--- src/rtl/lsr_pkg.sv ---
package lsr_pkg;
    localparam int NSTAT   = 6;
    localparam int LSB_POS = 2;
    localparam int BYTE_W  = NSTAT + LSB_POS;

    typedef logic [NSTAT-1:0] stat_t;

    typedef enum logic {
        CLK_OK,
        CLK_LOST
    } txmon_st_e;

    function automatic logic [BYTE_W-1:0] to_byte(stat_t s);
        return {s, {LSB_POS{1'b0}}};
    endfunction
endpackage

--- src/rtl/lsr_txclk_mon.sv ---
module lsr_txclk_mon #(
    parameter int LOSS_LIMIT = 70
) (
    input  logic clk,
    input  logic rst_n,
    input  logic txclk_in,
    output logic loss_o
);
    import lsr_pkg::*;

    localparam int CW = $clog2(LOSS_LIMIT + 1);

    logic [2:0]  sync_q;
    logic        tx_edge;
    logic [CW-1:0] cnt_q;
    txmon_st_e   state_q, state_d;

    always_ff @(posedge clk) begin
        if (!rst_n) sync_q <= '0;
        else        sync_q <= {sync_q[1:0], txclk_in};
    end

    assign tx_edge = sync_q[2] ^ sync_q[1];

    always_ff @(posedge clk) begin
        if (!rst_n)                         cnt_q <= '0;
        else if (tx_edge)                   cnt_q <= '0;
        else if (cnt_q != CW'(LOSS_LIMIT))  cnt_q <= cnt_q + 1'b1;
    end

    always_ff @(posedge clk) begin
        if (!rst_n) state_q <= CLK_OK;
        else        state_q <= state_d;
    end

    always_comb begin
        state_d = state_q;
        unique case (state_q)
            CLK_OK:   if (!tx_edge && cnt_q == CW'(LOSS_LIMIT)) state_d = CLK_LOST;
            CLK_LOST: if (tx_edge) state_d = CLK_OK;
            default:  state_d = CLK_OK;
        endcase
    end

    always_comb begin
        loss_o = (state_q == CLK_LOST);
    end


    cnt_bound_chk: assert property (@(posedge clk) disable iff (!rst_n)
        cnt_q <= CW'(LOSS_LIMIT));


    no_false_loss_chk: assert property (@(posedge clk) disable iff (!rst_n)
        (state_q == CLK_OK && tx_edge) |=> !loss_o);


    loss_release_chk: assert property (@(posedge clk) disable iff (!rst_n)
        (state_q == CLK_LOST && tx_edge) |=> !loss_o);
endmodule

--- src/rtl/lsr_evt_unit.sv ---
module lsr_evt_unit
    import lsr_pkg::*;
(
    input  logic  clk,
    input  logic  rst_n,
    input  stat_t stat_in,
    input  stat_t mask,
    input  stat_t edge_sel,
    input  stat_t clr,
    output stat_t stat_q,
    output stat_t pend_q
);
    stat_t hit;

    for (genvar i = 0; i < NSTAT; i++) begin : g_bit
        always_comb begin
            if (mask[i])          hit[i] = 1'b0;
            else if (edge_sel[i]) hit[i] = stat_in[i] ^ stat_q[i];
            else                  hit[i] = stat_in[i] & ~stat_q[i];
        end
    end

    always_ff @(posedge clk) begin
        if (!rst_n) begin
            stat_q <= '0;
            pend_q <= '0;
        end else begin
            stat_q <= stat_in;
            pend_q <= (pend_q & ~clr) | hit;
        end
    end


    masked_quiet_chk: assert property (@(posedge clk) disable iff (!rst_n)
        (pend_q & ~$past(pend_q) & $past(mask)) == '0);


    rise_only_chk: assert property (@(posedge clk) disable iff (!rst_n)
        (pend_q & ~$past(pend_q) & ~$past(edge_sel) & ~(stat_q & ~$past(stat_q))) == '0);


    sticky_chk: assert property (@(posedge clk) disable iff (!rst_n)
        ($past(pend_q) & ~$past(clr) & ~pend_q) == '0);
endmodule

--- src/rtl/lsr_regbus.sv ---
module lsr_regbus
    import lsr_pkg::*;
#(
    parameter logic [7:0] STAT_ADDR = 8'h17,
    parameter logic [7:0] MASK_ADDR = 8'h18,
    parameter logic [7:0] EDGE_ADDR = 8'h19,
    parameter logic [7:0] PEND_ADDR = 8'h1A
) (
    input  logic        clk,
    input  logic        rst_n,
    input  logic [7:0]  addr,
    input  logic        wr_en,
    input  logic [7:0]  wdata,
    input  stat_t       stat_q,
    input  stat_t       pend_q,
    output stat_t       mask_q,
    output stat_t       edge_q,
    output stat_t       clr,
    output logic [7:0]  rdata
);
    stat_t wfield;
    assign wfield = wdata[BYTE_W-1:LSB_POS];

    always_ff @(posedge clk) begin
        if (!rst_n) begin
            mask_q <= '1;
            edge_q <= '0;
        end else if (wr_en) begin
            if (addr == MASK_ADDR) mask_q <= wfield;
            if (addr == EDGE_ADDR) edge_q <= wfield;
        end
    end

    assign clr = (wr_en && addr == PEND_ADDR) ? wfield : '0;

    always_comb begin
        case (addr)
            STAT_ADDR: rdata = to_byte(stat_q);
            MASK_ADDR: rdata = to_byte(mask_q);
            EDGE_ADDR: rdata = to_byte(edge_q);
            PEND_ADDR: rdata = to_byte(pend_q);
            default:   rdata = '0;
        endcase
    end


    mask_wr_chk: assert property (@(posedge clk) disable iff (!rst_n)
        (wr_en && addr == MASK_ADDR) |=> mask_q == $past(wfield));


    edge_hold_chk: assert property (@(posedge clk) disable iff (!rst_n)
        !(wr_en && addr == EDGE_ADDR) |=> $stable(edge_q));
endmodule

--- src/rtl/lsr_irq_top.sv ---
module lsr_irq_top
    import lsr_pkg::*;
#(
    parameter int LOSS_LIMIT = 70
) (
    input  logic       clk,
    input  logic       rst_n,
    input  logic       txclk_in,
    input  logic       lb_deact_in,
    input  logic       lb_act_in,
    input  logic       prbs_sync_in,
    input  logic       eq_oor_in,
    input  logic       drv_short_in,
    input  logic [7:0] addr,
    input  logic       wr_en,
    input  logic [7:0] wdata,
    output logic [7:0] rdata,
    output logic       irq
);
    logic  loss;
    stat_t stat_in, stat_q, pend_q, mask_q, edge_q, clr;

    lsr_txclk_mon #(.LOSS_LIMIT(LOSS_LIMIT)) u_mon (
        .clk(clk), .rst_n(rst_n), .txclk_in(txclk_in), .loss_o(loss)
    );

    assign stat_in = {lb_deact_in, lb_act_in, prbs_sync_in, loss, eq_oor_in, drv_short_in};

    lsr_evt_unit u_evt (
        .clk(clk), .rst_n(rst_n), .stat_in(stat_in), .mask(mask_q),
        .edge_sel(edge_q), .clr(clr), .stat_q(stat_q), .pend_q(pend_q)
    );

    lsr_regbus u_bus (
        .clk(clk), .rst_n(rst_n), .addr(addr), .wr_en(wr_en), .wdata(wdata),
        .stat_q(stat_q), .pend_q(pend_q), .mask_q(mask_q), .edge_q(edge_q),
        .clr(clr), .rdata(rdata)
    );

    assign irq = |pend_q;


    irq_drop_chk: assert property (@(posedge clk) disable iff (!rst_n)
        $fell(irq) |-> $past(clr != '0));
endmodule

--- config.mk ---
export PLATFORM = sky130hd
export DESIGN_NAME = lsr_irq_top
export DESIGN_NICKNAME = d
export VERILOG_FILES = /design/src/rtl/lsr_pkg.sv /design/src/rtl/lsr_txclk_mon.sv /design/src/rtl/lsr_evt_unit.sv /design/src/rtl/lsr_regbus.sv /design/src/rtl/lsr_irq_top.sv
export SDC_FILE = /design/constraint.sdc
export NUM_CORES = 1
export LEC_CHECK = 0
export BUFFER_PORTS_ARGS = -buffer_cell sky130_fd_sc_hd__buf_4
export CORE_UTILIZATION = 42
export DETAILED_ROUTE_END_ITERATION = 7
export GPL_ROUTABILITY_DRIVEN = 0
export PLACE_DENSITY = 0.7
export SKIP_LAST_GASP = 1
export SLEW_MARGIN = 20
export SYNTH_ARGS = -nofsm -noshare
export SYNTH_HDL_FRONTEND = slang
export SYNTH_HIERARCHICAL = 1
export SYNTH_SLANG_ARGS = --single-unit
export TNS_END_PERCENT = 30
--- constraint.sdc ---
create_clock -name clk -period 2.4 [get_ports clk]
set_input_delay 0.12 -clock clk [delete_from_list [all_inputs] [get_ports clk]]
set_output_delay 0.12 -clock clk [all_outputs]
set_load 0.005 [all_outputs]
==> impl_results.md, run 1 <==
- Hold path depth: 2
- ANT nets after route: 0
- Worst-Skew Late Latency: 290 ps
- Fmax achieved: 0.580 GHz
- Drt total wl: 3800 um
- Critical Path AT: 1600 ps
- I/O pins: 34
- RSZ-0062 raised after global routing: no
- CP endpoint kind: primary output
- Via Count: 1524
- Synth area leaders: dfxtp_1 37%, mux2i_1 6.4%, ha_1 5.3%, nand2_1 3.6%, and2_1 3.0%
- Max Slew Vio Count: 0
- Final setup TNS: 0 ps
- Area grow syn2layout: 17.9%
- DP Area: 0.00212 mm^2
- Tmin final: 1720 ps
- Tot Pwr: 1.15 mW
- Crit path capture: rdata[7]
- Kind of critical path: in -> out
- TritonCTS clock tree: built
- Number of remaining DRC errors: 0
- Fraction of layout cells with a size suffix above 1: 0.231
- Longest Clk Path Bufs: 2
- Synth async-reset ratio: 0
- Share of the synthesized area in the top cell type: 0.373
- Power Density: 522 mW/mm^2
- Distinct cell type count after synthesis: 40
- Layout net count: 266
- Initial antenna violation count: 0
- TritonCTS buffer count: 5
- Cell Rows: 23
- Commonest cells after routing, fill and taps aside: 35 x buf_4, 35 x dfxtp_1, 18 x nand2_1
- Classification of the worst-slack hold path: in -> reg
- Grt total ovfl: 0
- Die H: 68.8 um
- Final Cell Area: 0.00221 mm^2
- Vias in the first global route: 1329
- DR iter-0 viols: 121
- Crit path max fanout: 5
- Clock sinks: 35
- Sequential-to-total area share from yosys stat: 0.373
- Static Leak: 0.880 nW
- Max VDD drop: 0.000400 V
- Initial core utilization: 0.453
- Clk root buf: clkbuf_8
- Largest net degree at the start of global routing: 35
- Mapped Area: 0.00188 mm^2
- Clk slew on worst S/H paths: 80 ps
- Register area: 701 um^2
- Final-report hold violation count: 0
- HPWL after DPL: 2710 um
- Worst Skew: 8.16 ps
- Count of final setup violators: 0
- Period utilization: 0.718
- Reg2reg end: u_mon/cnt_q[1]$_SDFFE_PP0P_
- # diodes: 0
- Die X: 68.8 um
- Drt first pass iters: 4
- Setup bufs post-CTS: 0
- Reg2Reg Depth: 3
- Worst Setup Start Kind: input port
- RR Startpoint: u_mon/cnt_q[2]$_SDFFE_PP0P_
- Crit path from: addr[5]
- Post-cts sizing count: 0
- Core Area: 0.00414 mm^2
- Htree depth: 2
- Max_cap viols: 0
- Port Buffers: 29
- Critical Path RT: 2280 ps
- Post-Synthesis Cells: 202
- Drt wl/cell: 13.4 um
- DIE AREA: 0.00474 mm^2
- Tot GR Track Use: 0.178
- # fillers: 395
- Via-to-Cell Ratio: 5.37
- Multi-input logic area: 0.00104 mm^2
- Most common flop cell mapped by yosys: dfxtp_1
- Post-synth EDFFs: 0
- CTS Hold Bufs: 0
- Hold WS: 39.8 ps
- First-pass GRT wire length: 6000 um
- Yosys warns: 6
- Outcome: complete, no violations
- #FFs+latches synth: 35
- Flop-to-flop setup slack: 920 ps
- Area leader, netlist: dfxtp_1
- Mean Syn Cell Area: 9.29 um^2
## critical path, cell delays in order
cell and delay, ps:
buf_4 100, or4b_1 630, nor2_1 320, buf_4 200
a22o_1 130, buf_4 100
## state kept, by name, summed over array words and instances, names as in the netlist
name and cells:
u_bus/edge_q 6, u_bus/mask_q 6, u_mon/cnt_q 7, u_mon/loss_o 1, u_evt/stat_q 6, u_mon/sync_q 3, u_evt/pend_q 6
## report_power, final
group / switching (mW) / internal (mW)
Combinational: 0.0606 / 0.0564
Sequential: 0.00938 / 0.592
Clock: 0.229 / 0.207
## worst min path at each step
| stage | to | startpoint |
|---|---|---|
| after floorplan | u_evt/stat_q[3]$_SDFF_PN0_ | prbs_sync_in |
| after global placement | u_mon/sync_q[0]$_SDFF_PN0_ | txclk_in |
| after detailed placement | u_mon/sync_q[0]$_SDFF_PN0_ | txclk_in |
| after CTS | u_evt/stat_q[3]$_SDFF_PN0_ | prbs_sync_in |
| after global routing | u_evt/stat_q[3]$_SDFF_PN0_ | prbs_sync_in |
| final | u_evt/stat_q[3]$_SDFF_PN0_ | prbs_sync_in |
## cells in the mapped netlist (all sizes together), types with 4 or more instances
cell type and instances:
and2 9, inv 15, nor2b 7, dfxtp 35, nor2 8, a22o 6, o311ai 6, a211oi 6
buf 10, nor3 10, o41ai 6, nand2b 4, a21oi 5, nand2 18, mux2i 12, o2bb2ai 6
ha 8, o21a 6
## layout make-up
cell class	count	share of cell area
Tap cell	50	0.0283
Clock buffer	5	0.0311
Clock inverter	3	0.0107
Multi-Input combinational cell	141	0.469
Inverter	15	0.0254
Sequential cell	35	0.317
Timing Repair Buffer	35	0.119
## metal layers
| metal | track usage | up-vias | wire length, um |
|---|---|---|---|
| li1 | - | 782 | - |
| met1 | 0.244 | 694 | 1850 |
| met2 | 0.257 | 44 | 1640 |
| met3 | 0.0444 | 4 | 262 |
| met4 | 0.0842 | 0 | 46 |
| met5 | 0 | - | 0 |
## cell families (layout without fill, tap and decap cells)
kind of cell / after synthesis / count (layout) / share of synthesized area
simple gates: 71 / 71 / 0.225
compound gates: 44 / 44 / 0.188
flops: 35 / 35 / 0.373
other cells: 1 / 2 / 0.00200
buf+inv: 27 / 58 / 0.0753
fa+ha+maj: 8 / 8 / 0.0533
mux: 12 / 12 / 0.0640
xor+xnor: 4 / 4 / 0.0187
## stage by stage
stage | worst slack (ps) | instances | utilization
4_1_cts | 666 | 284 | 0.534
5_1_grt | 601 | 284 | 0.534
3_5_place_dp | 492 | 276 | 0.512
3_3_place_gp | 505 | 276 | 0.512
2_1_floorplan | 597 | 203 | -
6_report | 676 | 284 | 0.534
Note: power is estimated with default switching activity, not from simulation.
==> run 2: changes to the inputs <==
clock period = 1.7 ns   (was 2.4 ns; I/O delays follow)
==> run 2 against run 1 <==
Clock power is 100% higher. Worst setup slack worse by 570 ps. Cell count is 1.4% higher. Hold slack worse by 32 ps. Largest power group is now clock.
==> impl_results.md, run 2 (same netlist as run 1, synthesis figures left out) <==
- Drt wl/cell: 13.9 um
- Final setup TNS: 0 ps
- TritonCTS clock tree: built
- Post-cts sizing count: 0
- Commonest cells after routing, fill and taps aside: 38 x buf_4, 35 x dfxtp_1, 18 x nand2_1
- Vias in the first global route: 1380
- Dpl cells: 279
- Worst Setup Start Kind: input port
- Flop-to-flop setup slack: 210 ps
- Static Leak: 0.927 nW
- Clk root buf: clkbuf_8
- RSZ-0062 raised after global routing: no
- Fmax achieved: 0.629 GHz
- Drt total wl: 4000 um
- Crit path max fanout: 9
- Worst Hold Launch: prbs_sync_in
- Critical Path RT: 1620 ps
- Die X: 68.8 um
- Hold WS: 8.09 ps
- Via-to-Cell Ratio: 5.41
- Count of final setup violators: 0
- Area grow syn2layout: 23.6%
- Via Count: 1559
- DIE AREA: 0.00474 mm^2
- Tot GR Track Use: 0.188
- I/O pins: 34
- Reg2reg end: u_mon/cnt_q[1]$_SDFFE_PP0P_
- Power Density: 826 mW/mm^2
- Max_cap viols: 0
- Grt total ovfl: 0
- Final-report hold violation count: 0
- Period utilization: 0.935
- Die H: 68.8 um
- RR Startpoint: u_mon/cnt_q[2]$_SDFFE_PP0P_
- Clk slew on worst S/H paths: 70 ps
- Port Buffers: 29
- Kind of critical path: in -> out
- Reg2Reg Depth: 3
- HPWL after DPL: 2780 um
- Largest net degree at the start of global routing: 35
- Number of flip-flops under the largest register name: 7
- Cell Rows: 23
- First-pass GRT wire length: 6470 um
- # diodes: 0
- Core Util, Final: 0.560
- Clock sinks: 35
- Commonest non-fill, non-tap cell in the layout: buf_4
- Layout net count: 270
- Initial core utilization: 0.453
- Number of remaining DRC errors: 0
- Setup bufs post-CTS: 0
- Classification of the worst-slack hold path: in -> reg
- Worst-Skew Late Latency: 290 ps
- Tmin final: 1590 ps
- Max VDD drop: 0.000739 V
- Core Area: 0.00414 mm^2
- Crit path from: addr[5]
- Worst Skew: 4.77 ps
- Final cell count without fillers: 288
- ANT nets after route: 0
- TritonCTS buffer count: 5
- Largest register by flop count: u_mon/cnt_q
- Initial antenna violation count: 0
- DR iter-0 viols: 74
- Fraction of layout cells with a size suffix above 1: 0.265
- CP endpoint kind: primary output
- Max Slew Vio Count: 0
- Outcome: complete, no violations
- Tot Pwr: 1.91 mW
- Drt first pass iters: 4
- Longest Clk Path Bufs: 2
- Critical Path AT: 1500 ps
- Htree depth: 2
- Crit path capture: rdata[5]
-- run 2: cell count changes in the layout (fill, tap and decap cells not counted), moves of 2 or more --
cell,previous run,this run
bufinv_16,0,2
buf_4,35,38
nor3_2,0,6
clkinvlp_4,2,0
nor3_1,10,4
-- run 2: stage by stage --
| step | worst slack [ps] | cell area [um^2] |
|---|---|---|
| floorplan | -40.2 | 1910 |
| global placement | -20.3 | 2180 |
| detailed placement | -51.5 | 2180 |
| CTS | 117 | 2320 |
| global route | 76.8 | 2320 |
| finish | 110 | 2320 |
-- run 2: layout make-up --
type | count | area [um^2]
inverter | 15 | 56.3
fill | 408 | 1820
clock buffer | 6 | 72.6
multi-input combinational | 141 | 1070
sequential | 35 | 701
clock inverter | 2 | 60.1
timing repair buffer | 39 | 295
tap | 50 | 62.6
-- run 2: per-layer routing --
layer  vias up  GRT usage  part of all wire
met5         -          0                 0
li1        786          -                 -
met3         6     0.0493             0.045
met2        33      0.277              0.45
met1       734      0.267              0.49
met4         0     0.0536             0.013
-- run 2: worst min path at each step --
stage	to	slack, ps	cells after the start
after floorplan	u_evt/stat_q[3]$_SDFF_PN0_	210	1
after detailed placement	u_mon/sync_q[0]$_SDFF_PN0_	300	2
after CTS	u_evt/stat_q[3]$_SDFF_PN0_	0.9	2
final	u_evt/stat_q[3]$_SDFF_PN0_	8	2
after global routing	u_evt/stat_q[3]$_SDFF_PN0_	10	2
after global placement	u_mon/sync_q[0]$_SDFF_PN0_	290	2
-- run 2: worst max-delay path, stage by stage --
cell    delay (ps)
buf_4          110
or4b_4         530
buf_4          190
nor2_1         170
buf_4          160
a22o_1         150
buf_4          110
-- run 2: repair_timing --
action	4_1_cts	5_1_grt
hold buffers	1	0
endpoints found under the hold margin	1	0
setup endpoints to repair	0	0
-- run 2: report_power, final --
group          total (mW)  switching (mW)  internal (mW)  leakage (nW)
clock network       0.894           0.307          0.586        0.0654
registers           0.848          0.0125          0.835         0.285
logic               0.173          0.0898         0.0837         0.577
